`src/rtl/fsu_pkg.sv`:
```
package fsu_pkg;

    typedef enum logic [0:0] {
        ARM_IDLE = 1'b0,
        ARM_OPEN = 1'b1
    } arm_state_t;

    localparam logic [7:0] OP_WREN = 8'h06;
    localparam logic [7:0] OP_WRDI = 8'h04;
    localparam logic [7:0] OP_EWSR = 8'h50;
    localparam logic [7:0] OP_WRSR = 8'h01;

    localparam int SR_W = 8;

    typedef struct packed {
        logic       bpl;
        logic       aai;
        logic [1:0] rsv;
        logic [1:0] bp;
        logic       wel;
        logic       busy;
    } status_t;

    localparam logic [1:0] BP_RESET = 2'b11;

endpackage

```
`src/rtl/fsu_arm_fsm.sv`:
```
module fsu_arm_fsm
    import fsu_pkg::*;
(
    input  logic       clk,
    input  logic       rst_n,
    input  logic       cmd_valid,
    input  logic [7:0] cmd_op,
    input  logic       cmd_data_ok,
    output logic       wrsr_fire,
    output logic       armed
);

    arm_state_t state_q, state_d;

    // state register
    always_ff @(posedge clk or negedge rst_n) begin
        if (!rst_n) state_q <= ARM_IDLE;
        else        state_q <= state_d;
    end

    // next state: every command event re-decides arming
    always_comb begin
        state_d = state_q;
        if (cmd_valid) begin
            unique case (state_q)
                ARM_IDLE: state_d = (cmd_op == OP_EWSR) ? ARM_OPEN : ARM_IDLE;
                ARM_OPEN: state_d = (cmd_op == OP_EWSR) ? ARM_OPEN : ARM_IDLE;
                default:  state_d = ARM_IDLE;
            endcase
        end
    end

    // outputs
    always_comb begin
        wrsr_fire = 1'b0;
        armed     = 1'b0;
        unique case (state_q)
            ARM_IDLE: armed = 1'b0;
            ARM_OPEN: begin
                armed     = 1'b1;
                wrsr_fire = cmd_valid && (cmd_op == OP_WRSR) && cmd_data_ok;
            end
            default:  armed = 1'b0;
        endcase
    end

endmodule

```
`src/rtl/fsu_lock_gate.sv`:
```
module fsu_lock_gate (
    input  logic       wrsr_fire,
    input  logic       wp_n,
    input  logic       bpl_q,
    input  logic [7:0] wr_data,
    output logic       wr_en,
    output logic [1:0] bp_new,
    output logic       bpl_new
);

    logic pin_releases;
    logic lock_open;

    // high pin overrides the lock; low pin honours it
    assign pin_releases = wp_n;
    assign lock_open    = pin_releases || !bpl_q;

    always_comb begin
        wr_en   = wrsr_fire && lock_open;
        bp_new  = wr_data[3:2];
        // accepted with the pin low implies lock was 0, so only 0->1 can occur
        bpl_new = wr_data[7];
    end

endmodule

```
`src/rtl/fsu_prot_map.sv`:
```
module fsu_prot_map #(
    parameter int ADDR_W = 20
) (
    input  logic [1:0]        bp,
    input  logic [ADDR_W-1:0] addr,
    output logic              hit
);

    localparam int TOP = ADDR_W - 1;
    localparam int NXT = ADDR_W - 2;

    logic upper_half;
    logic upper_quarter;

    assign upper_half    = addr[TOP];
    assign upper_quarter = addr[TOP] && addr[NXT];

    always_comb begin
        unique case (bp)
            2'b00:   hit = 1'b0;
            2'b01:   hit = upper_quarter;
            2'b10:   hit = upper_half;
            2'b11:   hit = 1'b1;
            default: hit = 1'b1;
        endcase
    end

endmodule

```
`src/rtl/flash_status_unit.sv`:
```
module flash_status_unit
    import fsu_pkg::*;
#(
    parameter int ADDR_W = 20
) (
    input  logic              clk,
    input  logic              rst_n,
    input  logic              cmd_valid,
    input  logic [7:0]        cmd_op,
    input  logic [7:0]        cmd_data,
    input  logic              cmd_data_ok,
    input  logic              wp_n,
    input  logic              busy_in,
    input  logic              aai_set,
    input  logic              wel_clr,
    input  logic              rd_load,
    input  logic [ADDR_W-1:0] qry_addr,
    output logic [7:0]        status_o,
    output logic [7:0]        rd_byte_o,
    output logic              qry_prot_o
);

    logic       busy_q, wel_q, aai_q, bpl_q;
    logic [1:0] bp_q;
    logic [SR_W-1:0] rd_q;
    logic       wrsr_fire, armed;
    logic       wr_en, bpl_new;
    logic [1:0] bp_new;
    logic       is_wren, is_wrdi;
    status_t    sr;

    fsu_arm_fsm u_arm (
        .clk         (clk),
        .rst_n       (rst_n),
        .cmd_valid   (cmd_valid),
        .cmd_op      (cmd_op),
        .cmd_data_ok (cmd_data_ok),
        .wrsr_fire   (wrsr_fire),
        .armed       (armed)
    );

    fsu_lock_gate u_gate (
        .wrsr_fire (wrsr_fire),
        .wp_n      (wp_n),
        .bpl_q     (bpl_q),
        .wr_data   (cmd_data),
        .wr_en     (wr_en),
        .bp_new    (bp_new),
        .bpl_new   (bpl_new)
    );

    fsu_prot_map #(.ADDR_W(ADDR_W)) u_map (
        .bp   (bp_q),
        .addr (qry_addr),
        .hit  (qry_prot_o)
    );

    assign is_wren = cmd_valid && (cmd_op == OP_WREN);
    assign is_wrdi = cmd_valid && (cmd_op == OP_WRDI);

    always_ff @(posedge clk or negedge rst_n) begin
        if (!rst_n) begin
            busy_q <= 1'b0;
            wel_q  <= 1'b0;
            aai_q  <= 1'b0;
            bpl_q  <= 1'b0;
            bp_q   <= BP_RESET;
            rd_q   <= '0;
        end else begin
            busy_q <= busy_in;
            if (wel_clr || is_wrdi) wel_q <= 1'b0;
            else if (is_wren)       wel_q <= 1'b1;
            if (wel_clr || is_wrdi) aai_q <= 1'b0;
            else if (aai_set)       aai_q <= 1'b1;
            if (wr_en) begin
                bp_q  <= bp_new;
                bpl_q <= bpl_new;
            end
            if (rd_load) rd_q <= sr;
        end
    end

    always_comb begin
        sr.busy = busy_q;
        sr.wel  = wel_q;
        sr.bp   = bp_q;
        sr.rsv  = 2'b00;
        sr.aai  = aai_q;
        sr.bpl  = bpl_q;
    end

    assign status_o  = sr;
    assign rd_byte_o = rd_q;

endmodule

```
`config.mk`:
```
export PLATFORM = sky130hd
export DESIGN_NAME = flash_status_unit
export DESIGN_NICKNAME = d
export VERILOG_FILES = /design/src/rtl/fsu_pkg.sv /design/src/rtl/fsu_arm_fsm.sv /design/src/rtl/fsu_lock_gate.sv /design/src/rtl/fsu_prot_map.sv /design/src/rtl/flash_status_unit.sv
export SDC_FILE = /design/constraint.sdc
export NUM_CORES = 1
export LEC_CHECK = 0
export BUFFER_PORTS_ARGS = -buffer_cell sky130_fd_sc_hd__buf_2
export CAP_MARGIN = 0
export CELL_PAD_IN_SITES_DETAIL_PLACEMENT = 1
export CELL_PAD_IN_SITES_GLOBAL_PLACEMENT = 2
export CORE_MARGIN = 10
export CORE_UTILIZATION = 18
export DETAILED_ROUTE_END_ITERATION = 6
export PLACE_DENSITY = 0.87
export SETUP_SLACK_MARGIN = 0.4
export SKIP_LAST_GASP = 1
export SLEW_MARGIN = 30
export SYNTH_ARGS = -nofsm -noshare
export SYNTH_HDL_FRONTEND = slang
export SYNTH_SLANG_ARGS = --single-unit
```
`constraint.sdc`:
```
create_clock -name clk -period 1.61 [get_ports clk]
set_clock_uncertainty 0.15 [all_clocks]
set_input_delay 0.322 -clock clk [delete_from_list [all_inputs] [get_ports clk]]
set_output_delay 0.322 -clock clk [all_outputs]
set_load 0.05 [all_outputs]
```
[Yosys cells after proc, flatten, opt, wreduce, memory -nomap -nowiden]
Index checks and enable logic that the tools add are counted.
Word-level totals
  register bits after elaboration: 13
Operators by class
  eq/ne operators: 7
  reductions and logical operators: 12
  mux-type cells: 7
Operator list (number)
  $eq A8 B3 Y1 const B: 2
  $eq A8 B1 Y1 const B: 1
  $eq A8 B7 Y1 const B: 1
  $logic_and A1 B1 Y1: 6
  $mux W1: 6
  $eq A2 B2 Y1 const B: 2
  $pmux W1 S4: 1
  $reduce_bool A2 Y1: 2
  $eq A2 B1 Y1 const B: 1
  $logic_not A2 Y1: 1
  $logic_or A1 B1 Y1: 2
  $logic_not A1 Y1: 1

[Longest topological paths before layout]
Gate-level depths: netlist (run 1).
  word-level depth: 5
  depth in mapped cells: 3

[Modules after synthesis]
Synthesis (run 1) repeated with hierarchy kept, for this count alone.
Unflattened totals
  cell total of the unflattened synthesis: 56
  area, all modules: 676.9 um^2
Modules (own cells, without submodules)
  flash_status_unit: seq. area each 302.8 um^2, times used 1, area an instance 543.0 um^2, cells an instance 40
  fsu_arm_fsm: seq. area each 25.0 um^2, times used 1, area an instance 86.3 um^2, cells an instance 8
  fsu_lock_gate: seq. area each 0.0 um^2, times used 1, area an instance 33.8 um^2, cells an instance 5
  fsu_prot_map: seq. area each 0.0 um^2, times used 1, area an instance 13.8 um^2, cells an instance 3

[Least setup slack after synthesis (run 1)]
OpenSTA, ideal clock, no wires.
  path kind: input to register
  start point: input port cmd_op[1]
  end point: register bpl_q
  path buffers: 0
  cell stages on the path: 3
  slack: -0.224 ns
  arrival time: 1.560 ns
  cell sequence: or4b_4 -> a2111oi_4 -> mux2_2
Between the ends
  longest elaborated chain between the ends: 5
RTL lines
  from (decl): RTL line flash_status_unit.sv:9  | input logic [7:0] cmd_op,
  $eq A8 B1 Y1: RTL line fsu_arm_fsm.sv:41  | wrsr_fire = cmd_valid && (cmd_op == OP_WRSR) && cmd_data_ok;
  $logic_and A1 B1 Y1 (2 in series): RTL line fsu_arm_fsm.sv:41
  $mux W1: RTL line fsu_arm_fsm.sv:37  | unique case (state_q)
  $logic_and A1 B1 Y1: RTL line fsu_lock_gate.sv:19  | wr_en = wrsr_fire && lock_open;
  to (signal assigned): RTL line flash_status_unit.sv:77  | bpl_q <= bpl_new;
  to (decl): RTL line flash_status_unit.sv:23  | logic busy_q, wel_q, aai_q, bpl_q;
No other way between the ends.
A chain may end at the register's enable or synchronous reset.

[Worst setup path in the final report (run 1)]
  start point: input port cmd_op[5]
  end point: register bpl_q
Same word-level chain as after synthesis.

==> results of run 1 <==
area by class of cell:
cell class                      count  area, um2
Timing Repair Buffer               51      425.4
Multi-Input combinational cell     29      284.0
Clock buffer                        4      26.28
Tap cell                           46      57.56
Inverter                            3      11.26
Fill cell                         389       2256
Sequential cell                    13      329.1
timing repair:
| action | in CTS | in global routing |
|---|---|---|
| hold buffers | 2 | 0 |
| resized for setup | 36 | 5 |
| gates cloned | 0 | 0 |
| endpoints found under the setup margin | 18 | 18 |
| setup buffers | 8 | 3 |
| pin swaps | 8 | 2 |
| hold endpoints to repair | 12 | 0 |
logic make-up after synthesis:
family / after synthesis
compound gates: 6
buf+inv: 12
flops: 13
mux: 9
other cells: 1
simple gates: 10
power groups by stage:
stage	registers, mW	logic, mW	clock network [mW]
floorplan	0.365	0.0629	0
global placement	0.346	0.121	0
detailed placement	0.346	0.125	0
CTS	0.341	0.148	0.210
global route	0.342	0.164	0.225
finish	0.341	0.153	0.202
flip-flops by register name, indices dropped and copies added, names as in the netlist:
register / flops
u_arm.state_q: 1
rd_byte_o: 6
aai_q: 1
wel_q: 1
bp_q: 2
bpl_q: 1
busy_q: 1
worst reg2reg max path: stages (launching register included):
cell and delay [ns]:
dfrtp_1 0.35, nand3_1 0.13, a2111oi_4 0.48, mux2_4 0.34
cell usage in the layout, fill, tap and decap left out, types with 2 or more instances in the layout:
cell,Yosys,routed
inv_1,3,3
clkbuf_4,0,3
buf_4,8,12
dfstp_2,2,2
dlygate4sd3_1,0,2
conb_1,1,4
buf_8,0,3
mux2_2,9,6
nor2_1,2,2
dfrtp_1,11,10
mux2_4,0,3
buf_6,0,16
buf_2,0,18
final timing paths:
kind,startpoint,endpoint,slack [ns],cells after the start
max in group asynchronous,rst_n,bp_q[0],0.72,2
hold reg to reg,u_arm.state_q,u_arm.state_q,0.39,2
setup / recovery,cmd_op[5],bpl_q,-0.11,4
setup reg to reg,u_arm.state_q,bpl_q,0.05,3
min in group asynchronous,rst_n,rd_byte_o[3],0.31,2
hold / removal,wel_clr,wel_q,0.07,2
layer usage:
metal  share of wire [%]  vias to the layer above  track usage [%]
li1                    -                      266                -
met5                   0                        -                0
met2                  50                       27            11.81
met1                  42                      277            7.822
met3                 8.1                        0            3.266
met4                   0                        0           0.5376
==> run_results.csv, run 1 <==
group,metric,value,unit
clock_tree,numCtsBuffers,3,
grt,grt-ovfl-total,0,
layout,final_core_util,33.44,%
sta,period_share,107.0,%
grt,antenna_found_initial,0,
floorplan,ios,62,
min_path,hp-class,"in -> reg",
grt,grt_max_degree,14,
synth,synth_ff_type,"dfrtp_1",
synth,yosys_register_bits,13,
critical_path,critPathSlowestCell,"or4_4",
place,place_ws,-0.3678,ns
sta,finalHoldViolCount,0,
outcome,outcome,"complete, but fails checks",
sta,setup_slack,-0.1126,ns
critical_path,cp_cell_sequence,"buf_6, or4_4, a2111oi_4, mux2_4",
power,power.total,695.3,uW
routing,drt_iter0_drc,4,
critical_path,path_class,"in -> reg",
floorplan,core,3390,um2
layout,drive_above_1_share,71.00,%
floorplan,die-height,79.54,um
sta,drv_slew,0,
synth,yosysSeqAreaShare,51.37,%
grt,grt_pass1_wl,3505,um
clock_tree,cts_max_path_buffers,2,
synth,yosys_warnings,0,
power,ir_worst_vdd,0.2293,mV
floorplan,start_util,18.83,%
power,power.switching,199.5,uW
layout,num_antenna_cells,0,
synth,synthAdderAreaFrac,0,%
layout,stdcell_area,1134,um2
synth,synthTopCellsByCount,"dfrtp_1 (11), mux2_2 (9), buf_4 (8)",
grt,grtUsageTotal,6.875,%
critical_path,cp-start-kind,"input pin",
floorplan,rows,21,
critical_path,cp_max_fo,3,
synth,syn_inst,51,
layout,stdcell_count,146,
synth,synth_compound_area_share,9.412,%
outcome,violations,"negative setup slack",
clock_tree,clkTransAtPathRegs,0.08,ns
synth,synth_edf_count,0,
layout,syn_to_final_growth,77.65,%
synth,synthXorXnorAreaFrac,0,%
clock_tree,root_buffer,"clkbuf_4",
critical_path,endpoint_kind,"flop",
synth,synthesis.area,638.1,um2
synth,synth_area_leaders,"dfrtp_1 (43%), mux2_2 (16%), buf_4 (9.4%)",
synth,syn_avg_cell_area,12.51,um2
sta,period_needed,1.723,ns
synth,synth_top_family_by_area,"multiplexers",
routing,viasPerCell,3.904,
routing,drt_pass1_iterations,3,
place,place_area,859.6,um2
floorplan,dieWidth,79.54,um
synth,synth_cell_types,21,
power,power_density,613.3,nW/um2
clock_tree,clk_latency,0.27,ns
routing,drc,0,
power,power.leakage,0.5562,nW
place,placed_cells,129,
synth,async_reset_ff_share,100.0,%
sta,setup_viol,5,
synth,synthMuxAreaShare,15.88,%
power,switching_share,28.69,%
power,power_frac_seq,49.0,%
job,drv_cap,0,
synth,synth_top_cell_by_area,"dfrtp_1",
critical_path,arrival,1.73,ns
place,place.port_buffers,34,
layout,nNetsFinal,146,
sta,grt_setup_unrepaired,"true",
clock_tree,clock_sinks,13,
routing,post_drt_wl_per_cell,14.46,um
critical_path,cp.required,1.62,ns
sta,fmax,0.5805,GHz
power,power_frac_comb,21.9,%
place,gp_congestion,0.6897,
routing,dr_total_vias,570,
clock_tree,cts_max_level,1,
power,p_int,495.8,uW
sta,tns,-0.4169,ns
grt,grt_pass1_vias,712,
routing,wl,2111,um
clock_tree,cts_tree,"built",
critical_path,critical-path-top-delay-family,"simple AND/OR/NAND/NOR gates",
routing,antenna_left,0,
power,clock_power_share,29.0,%
synth,netlist.area_leader.share,43.14,%
sta,whs,0.06894,ns
synth,yosysMostFrequentCell,"dfrtp_1",
critical_path,path_buf_inv,1,
floorplan,design.die.area,6327,um2
critical_path,slowest_delay,0.55,ns
synth,synth-simple-area-share,10.98,%
Note: power is estimated with default switching activity, not from simulation.
==> run 2: changes to the inputs <==
--- a/config.mk
+++ b/config.mk
@@ -9,13 +9,14 @@
 export CAP_MARGIN = 0
 export CELL_PAD_IN_SITES_DETAIL_PLACEMENT = 1
 export CELL_PAD_IN_SITES_GLOBAL_PLACEMENT = 2
-export CORE_MARGIN = 10
-export CORE_UTILIZATION = 18
+export CORE_MARGIN = 1
+export CORE_UTILIZATION = 20
 export DETAILED_ROUTE_END_ITERATION = 6
-export PLACE_DENSITY = 0.87
+export PLACE_DENSITY = 0.92
 export SETUP_SLACK_MARGIN = 0.4
 export SKIP_LAST_GASP = 1
 export SLEW_MARGIN = 30
 export SYNTH_ARGS = -nofsm -noshare
 export SYNTH_HDL_FRONTEND = slang
+export SYNTH_HIERARCHICAL = 1
 export SYNTH_SLANG_ARGS = --single-unit
==> constraint.sdc (replaced) <==
create_clock -name clk -period 2.2 [get_ports clk]
set_clock_uncertainty 0.15 [all_clocks]
set_input_delay 0.44 -clock clk [delete_from_list [all_inputs] [get_ports clk]]
set_output_delay 0.44 -clock clk [all_outputs]
set_load 0.05 [all_outputs]
==> run 2 against run 1 <==
The run now ends clean; synthesized area increased by 6.1%; largest cell class is now sequential cells; sequential power decreased by 27%; critical endpoint is now qry_prot_o; power decreased by 31%; global-route usage increased by 1.7 points; utilization decreased by 5.5 points.
==> run_results.csv, run 2 <==
group,metric,value,unit
outcome,outcome,"completed",
grt,grt_use_met2,16.64,%
critical_path,critPathSlowestCell,"dfstp_2",
grt,use_met3,5.411,%
clock_tree,numCtsBuffers,3,
job,drv_cap,0,
power,power_frac_comb,18.2,%
sta,drv_slew,0,
grt,grt_max_degree,14,
layout,drive_above_1_share,60.47,%
critical_path,cp-start-kind,"flop",
layout,syn_to_final_growth,29.02,%
routing,wl,1415,um
floorplan,dieWidth,60.18,um
critical_path,path_class,"reg -> out",
synth,synth_cell_types,24,
clock_tree,clk_latency,0.27,ns
critical_path,arrival,1.13,ns
synth,netlist.area_leader.share,40.67,%
grt,grt-ovfl-total,0,
layout,final_common_cell,"buf_2",
synth,syn_avg_cell_area,12.09,um2
layout,largest_reg_flops,6,
critical_path,cp-startpoint,"bp_q[0]",
sta,fmax,0.5826,GHz
floorplan,core,3128,um2
clock_tree,cts_tree,"built",
clock_tree,cts_max_level,1,
synth,synth_area_leaders,"dfrtp_1 (41%), buf_4 (12%), mux2_2 (12%)",
critical_path,cp_cell_sequence,"o21ai_1, nand2_1, buf_6",
routing,antenna_left,0,
power,clock_power_share,30.0,%
clock_tree,clkTransAtPathRegs,0.07,ns
sta,period_share,78.02,%
power,ir_worst_vdd,0.1949,mV
grt,antenna_found_initial,0,
place,placed_cells,125,
layout,n_fill_cell,370,
synth,synth_top_cell_by_area,"dfrtp_1",
critical_path,slowest_delay,0.56,ns
synth,synth_ff_type,"dfrtp_1",
routing,post_drt_wl_per_cell,10.88,um
critical_path,cp_max_fo,5,
synth,yosys_register_bits,13,
routing,dr_total_vias,515,
clock_tree,post_cts_buffers,0,
routing,drc,0,
place,hpwl,1237,um
routing,drt_iter0_drc,2,
layout,stdcell_count,130,
grt,grt_busiest_layer,"met2",
layout,nNetsFinal,132,
floorplan,start_util,21.64,%
clock_tree,cts_max_path_buffers,2,
synth,syn_inst,56,
layout,num_antenna_cells,0,
routing,viasPerCell,3.962,
routing,drt_pass1_iterations,2,
power,power.total,480.1,uW
sta,setup_viol,0,
sta,finalHoldViolCount,0,
sta,period_needed,1.716,ns
min_path,hp-start,"busy_in",
power,switching_share,28.71,%
synth,synthTopCellsByCount,"buf_4 (11), dfrtp_1 (11), mux2_2 (7)",
synth,yosys_warnings,6,
power,p_int,342.3,uW
power,power.leakage,0.4699,nW
place,place.port_buffers,34,
sta,grt_setup_unrepaired,"false",
critical_path,cp.required,1.61,ns
place,gp_congestion,0.6306,
power,power_density,549.8,nW/um2
floorplan,rows,20,
clock_tree,root_buffer,"clkbuf_4",
grt,met1_usage,7.359,%
synth,yosysSeqAreaShare,48.43,%
power,power_frac_seq,51.7,%
synth,async_reset_ff_share,100.0,%
critical_path,r2r-start,"u_arm/state_q",
sta,tns,0,ns
critical_path,endpoint_kind,"primary output",
floorplan,die-height,60.18,um
grt,grt_pass1_vias,554,
grt,grt_pass1_wl,2187,um
sta,whs,0.1286,ns
floorplan,design.die.area,3621,um2
synth,synthesis.area,676.9,um2
clock_tree,clock_sinks,13,
synth,synth_edf_count,0,
layout,final_cell_mix,"buf_2 (33), dfrtp_1 (11), mux2_2 (7), conb_1 (4)",
min_path,hp-class,"in -> reg",
grt,grtUsageTotal,8.543,%
floorplan,ios,62,
power,power.switching,137.9,uW
## run 2: critical path, delay by kind of cell (launching register included)
| kind | cells | cell delay, ns |
|---|---|---|
| buf+inv | 1 | 0.15 |
| compound gates | 1 | 0.07 |
| flops | 1 | 0.56 |
| simple gates | 1 | 0.07 |
## run 2: per-stage QoR
stage,area [um2],utilization [%],setup slack [ns]
after global routing,873.3,27.92,0.4107
after detailed placement,827.0,26.44,0.1125
final,873.3,27.92,0.4836
after CTS,865.8,27.68,0.4083
after floorplan,688.2,-,0.4215
after global placement,827.0,26.44,0.1620
## run 2: what timing repair did
item / 4_1_cts / 5_1_grt
endpoints found under the hold margin: 11 / 0
hold buffers: 1 / 0
setup endpoints to repair: 1 / 4
resized for setup: 1 / 2
## run 2: power groups by stage
stage,clock network (mW),registers (mW),logic [mW]
2_1_floorplan,0,0.267,0.0495
3_3_place_gp,0,0.253,0.0849
3_5_place_dp,0,0.253,0.0871
4_1_cts,0.150,0.249,0.0886
5_1_grt,0.160,0.250,0.0941
6_report,0.144,0.248,0.0875
## run 2: final timing paths
path / cells past startpoint / to / slack [ns]
min in group asynchronous: 2 / rd_byte_o[1] / 0.44
worst max register to register: 3 / bpl_q / 0.83
worst min-delay path: 1 / busy_q / 0.13
max in group asynchronous: 2 / bp_q[1] / 1.18
worst min register to register: 1 / rd_byte_o[0] / 0.34
worst max-delay path: 3 / qry_prot_o / 0.48
## run 2: area by class of cell
cell class,instances,area [um2],area share (%)
clock buffers,4,26.28,3.009
inverters,3,11.26,1.289
multi-input cells,31,266.5,30.52
flip-flops and latches,13,327.8,37.54
well taps,44,55.05,6.304
repair buffers,35,186.4,21.35
## run 2: kinds of logic after synthesis
kind of cell | after synthesis | synth area share [%]
DFF | 13 | 48.43
other | 1 | 0.5540
buffers and inverters | 15 | 14.42
and+or+nand+nor | 13 | 14.42
muxes | 9 | 14.97
AOI/OAI and AO/OA | 5 | 7.209
## run 2: per-layer routing
metal	wire, um	share of wire [%]
met5	0	0
met4	0	0
met3	150	11
met2	762	54
met1	502	35
==> run 3: changes to the inputs <==
--- a/config.mk
+++ b/config.mk
@@ -10,9 +10,9 @@
 export CELL_PAD_IN_SITES_DETAIL_PLACEMENT = 1
 export CELL_PAD_IN_SITES_GLOBAL_PLACEMENT = 2
 export CORE_MARGIN = 1
-export CORE_UTILIZATION = 20
+export CORE_UTILIZATION = 17
 export DETAILED_ROUTE_END_ITERATION = 6
-export PLACE_DENSITY = 0.92
+export PLACE_DENSITY = 0.84
 export SETUP_SLACK_MARGIN = 0.4
 export SKIP_LAST_GASP = 1
 export SLEW_MARGIN = 30
==> constraint.sdc (replaced) <==
create_clock -name clk -period 1.5 [get_ports clk]
set_clock_uncertainty 0.15 [all_clocks]
set_input_delay 0.3 -clock clk [delete_from_list [all_inputs] [get_ports clk]]
set_output_delay 0.3 -clock clk [all_outputs]
set_load 0.05 [all_outputs]
==> run 3 against run 2 <==
The run now ends with negative setup slack left; critical path type unchanged; wire length grew 33%; non-clock buffer count up 10; setup slack worse by 0.63 ns; die area up 17%; sequential share of layout area decreased by 8.7 points; clock power grew 110%; first-iteration DRC count rose to 2.5 times the previous value; combinational power is 100% higher; largest power group unchanged; sequential cell count is the same; cell count rose by 11%; via count rose by 11%.
==> run_results.csv, run 3 (synthesized netlist as in run 2, its figures left out) <==
group,metric,value,unit
sta,drv_slew,0,
routing,drt-met1-wl,648,um
critical_path,critPathSlowestCell,"dfstp_4",
sta,fmax,0.6075,GHz
place,place_area,957.2,um2
grt,antenna_found_initial,0,
job,drv_cap,0,
critical_path,cp-startpoint,"bp_q[0]",
grt,grt_max_degree,14,
place,place.port_buffers,34,
critical_path,r2r-start,"u_arm/state_q",
routing,wl,1883,um
clock_tree,cts_tree,"built",
floorplan,rows,22,
critical_path,cp.depth,3,
floorplan,dieWidth,65.10,um
critical_path,path_class,"reg -> out",
place,hpwl,1437,um
routing,maxUsedRoutingLayer,"met4",
floorplan,die-height,65.10,um
outcome,outcome,"complete, but fails checks",
critical_path,path_buf_inv,1,
critical_path,ff2ff_setup_slack,0.15,ns
routing,drc,0,
floorplan,ios,62,
routing,post_drt_wl_per_cell,13.08,um
clock_tree,clock_sinks,13,
layout,syn_to_final_growth,76.34,%
floorplan,design.die.area,4238,um2
sta,setup_slack,-0.1460,ns
layout,final_cell_mix,"buf_6 (17), buf_2 (16), dfrtp_2 (7), buf_4 (7)",
clock_tree,cts_max_level,1,
routing,wl_met3,125,um
layout,stdcell_area,1194,um2
grt,grtUsageTotal,9.720,%
layout,seq_area,344.1,um2
layout,final_common_cell,"buf_6",
grt,grt_pass1_vias,658,
power,power_density,715.2,nW/um2
floorplan,core,3744,um2
routing,viasPerCell,3.972,
critical_path,rr_endpoint,"bpl_q",
clock_tree,root_buffer,"clkbuf_8",
routing,wl_met2,1061,um
critical_path,cp-endpoint,"qry_prot_o",
grt,grt_pass1_wl,2925,um
routing,drt_pass1_iterations,2,
clock_tree,clk_latency,0.24,ns
power,power.leakage,0.5633,nW
sta,setup_viol,3,
layout,n_fill_cell,431,
critical_path,cp-start-kind,"flop",
critical_path,endpoint_kind,"primary output",
floorplan,start_util,18.08,%
critical_path,cp_max_fo,4,
critical_path,cp.required,1.05,ns
layout,largest_reg_flops,6,
critical_path,r2r_cells,3,
sta,period_share,109.7,%
sta,grt_setup_unrepaired,"true",
clock_tree,clkTransAtPathRegs,0.05,ns
routing,dr_total_vias,572,
place,gp_congestion,0.7296,
routing,drt_iter0_drc,5,
outcome,violations,"negative setup slack",
layout,drive_above_1_share,76.04,%
layout,final_core_util,31.89,%
min_path,hp-class,"in -> reg",
critical_path,arrival,1.20,ns
clock_tree,cts_max_path_buffers,2,
critical_path,cp_cell_sequence,"nand3_4, nand2_8, buf_8",
sta,period_needed,1.646,ns
power,ir_worst_vdd,0.2371,mV
sta,tns,-0.3383,ns
place,place_ws,-0.2527,ns
layout,num_antenna_cells,0,
layout,nNetsFinal,142,
routing,antenna_left,0,
clock_tree,numCtsBuffers,3,
layout,multiInputGateArea,339.1,um2
grt,grt-ovfl-total,0,
critical_path,critical-path-top-delay-family,"flip-flops",
critical_path,slowest_delay,0.65,ns
sta,finalHoldViolCount,0,
[run 3: cell count changes in the layout (fill, tap and decap cells not counted), moves of 3 or more]
cell      change
mux2_4        +3
dfrtp_2       +7
clkbuf_8      +3
buf_4         +7
buf_2        -17
mux2_2        -3
buf_6        +16
dfrtp_1       -7
clkbuf_4      -3
buf_8         +4
[run 3: report_power, final]
part	internal (mW)	total [mW]	switching (mW)
clock network	0.187	0.307	0.120
logic	0.0760	0.178	0.102
registers	0.361	0.368	0.00725
[run 3: layout make-up]
cell class,count,area share [%]
Timing Repair Buffer,45,33.02
Sequential cell,13,28.83
Multi-Input combinational cell,31,28.41
Tap cell,48,5.031
Clock buffer,4,3.774
Inverter,3,0.9434
[run 3: per-layer routing]
metal	track usage [%]	vias to the layer above
li1	-	261
met1	8.798	276
met2	19.40	30
met3	2.604	5
met4	4.891	0
met5	0	-
[run 3: worst min-delay path by stage]
stage | cells after the start | from | endpoint
final | 1 | busy_in | busy_q
after global routing | 1 | busy_in | busy_q
after CTS | 1 | busy_in | busy_q
after detailed placement | 1 | rst_n | busy_q
after global placement | 1 | rst_n | busy_q
after floorplan | 0 | rst_n | aai_q
[run 3: timing repair]
| item | CTS | global route |
|---|---|---|
| hold buffers | 1 | 0 |
| pin swaps | 7 | 3 |
| buffers inserted | 4 | 1 |
| hold endpoints to repair | 11 | 0 |
| cloned | 0 | 0 |
| setup endpoints to repair | 18 | 19 |
| resized for setup | 38 | 4 |
[run 3: stage by stage]
step	power, mW	cells	hold WS (ns)
after floorplan	0.4679	59	-0.1456
after global placement	0.5130	134	0.05039
after detailed placement	0.5194	134	0.05348
after CTS	0.8573	143	0.02124
after global routing	0.8909	144	0.02097
final	0.8537	144	0.02164
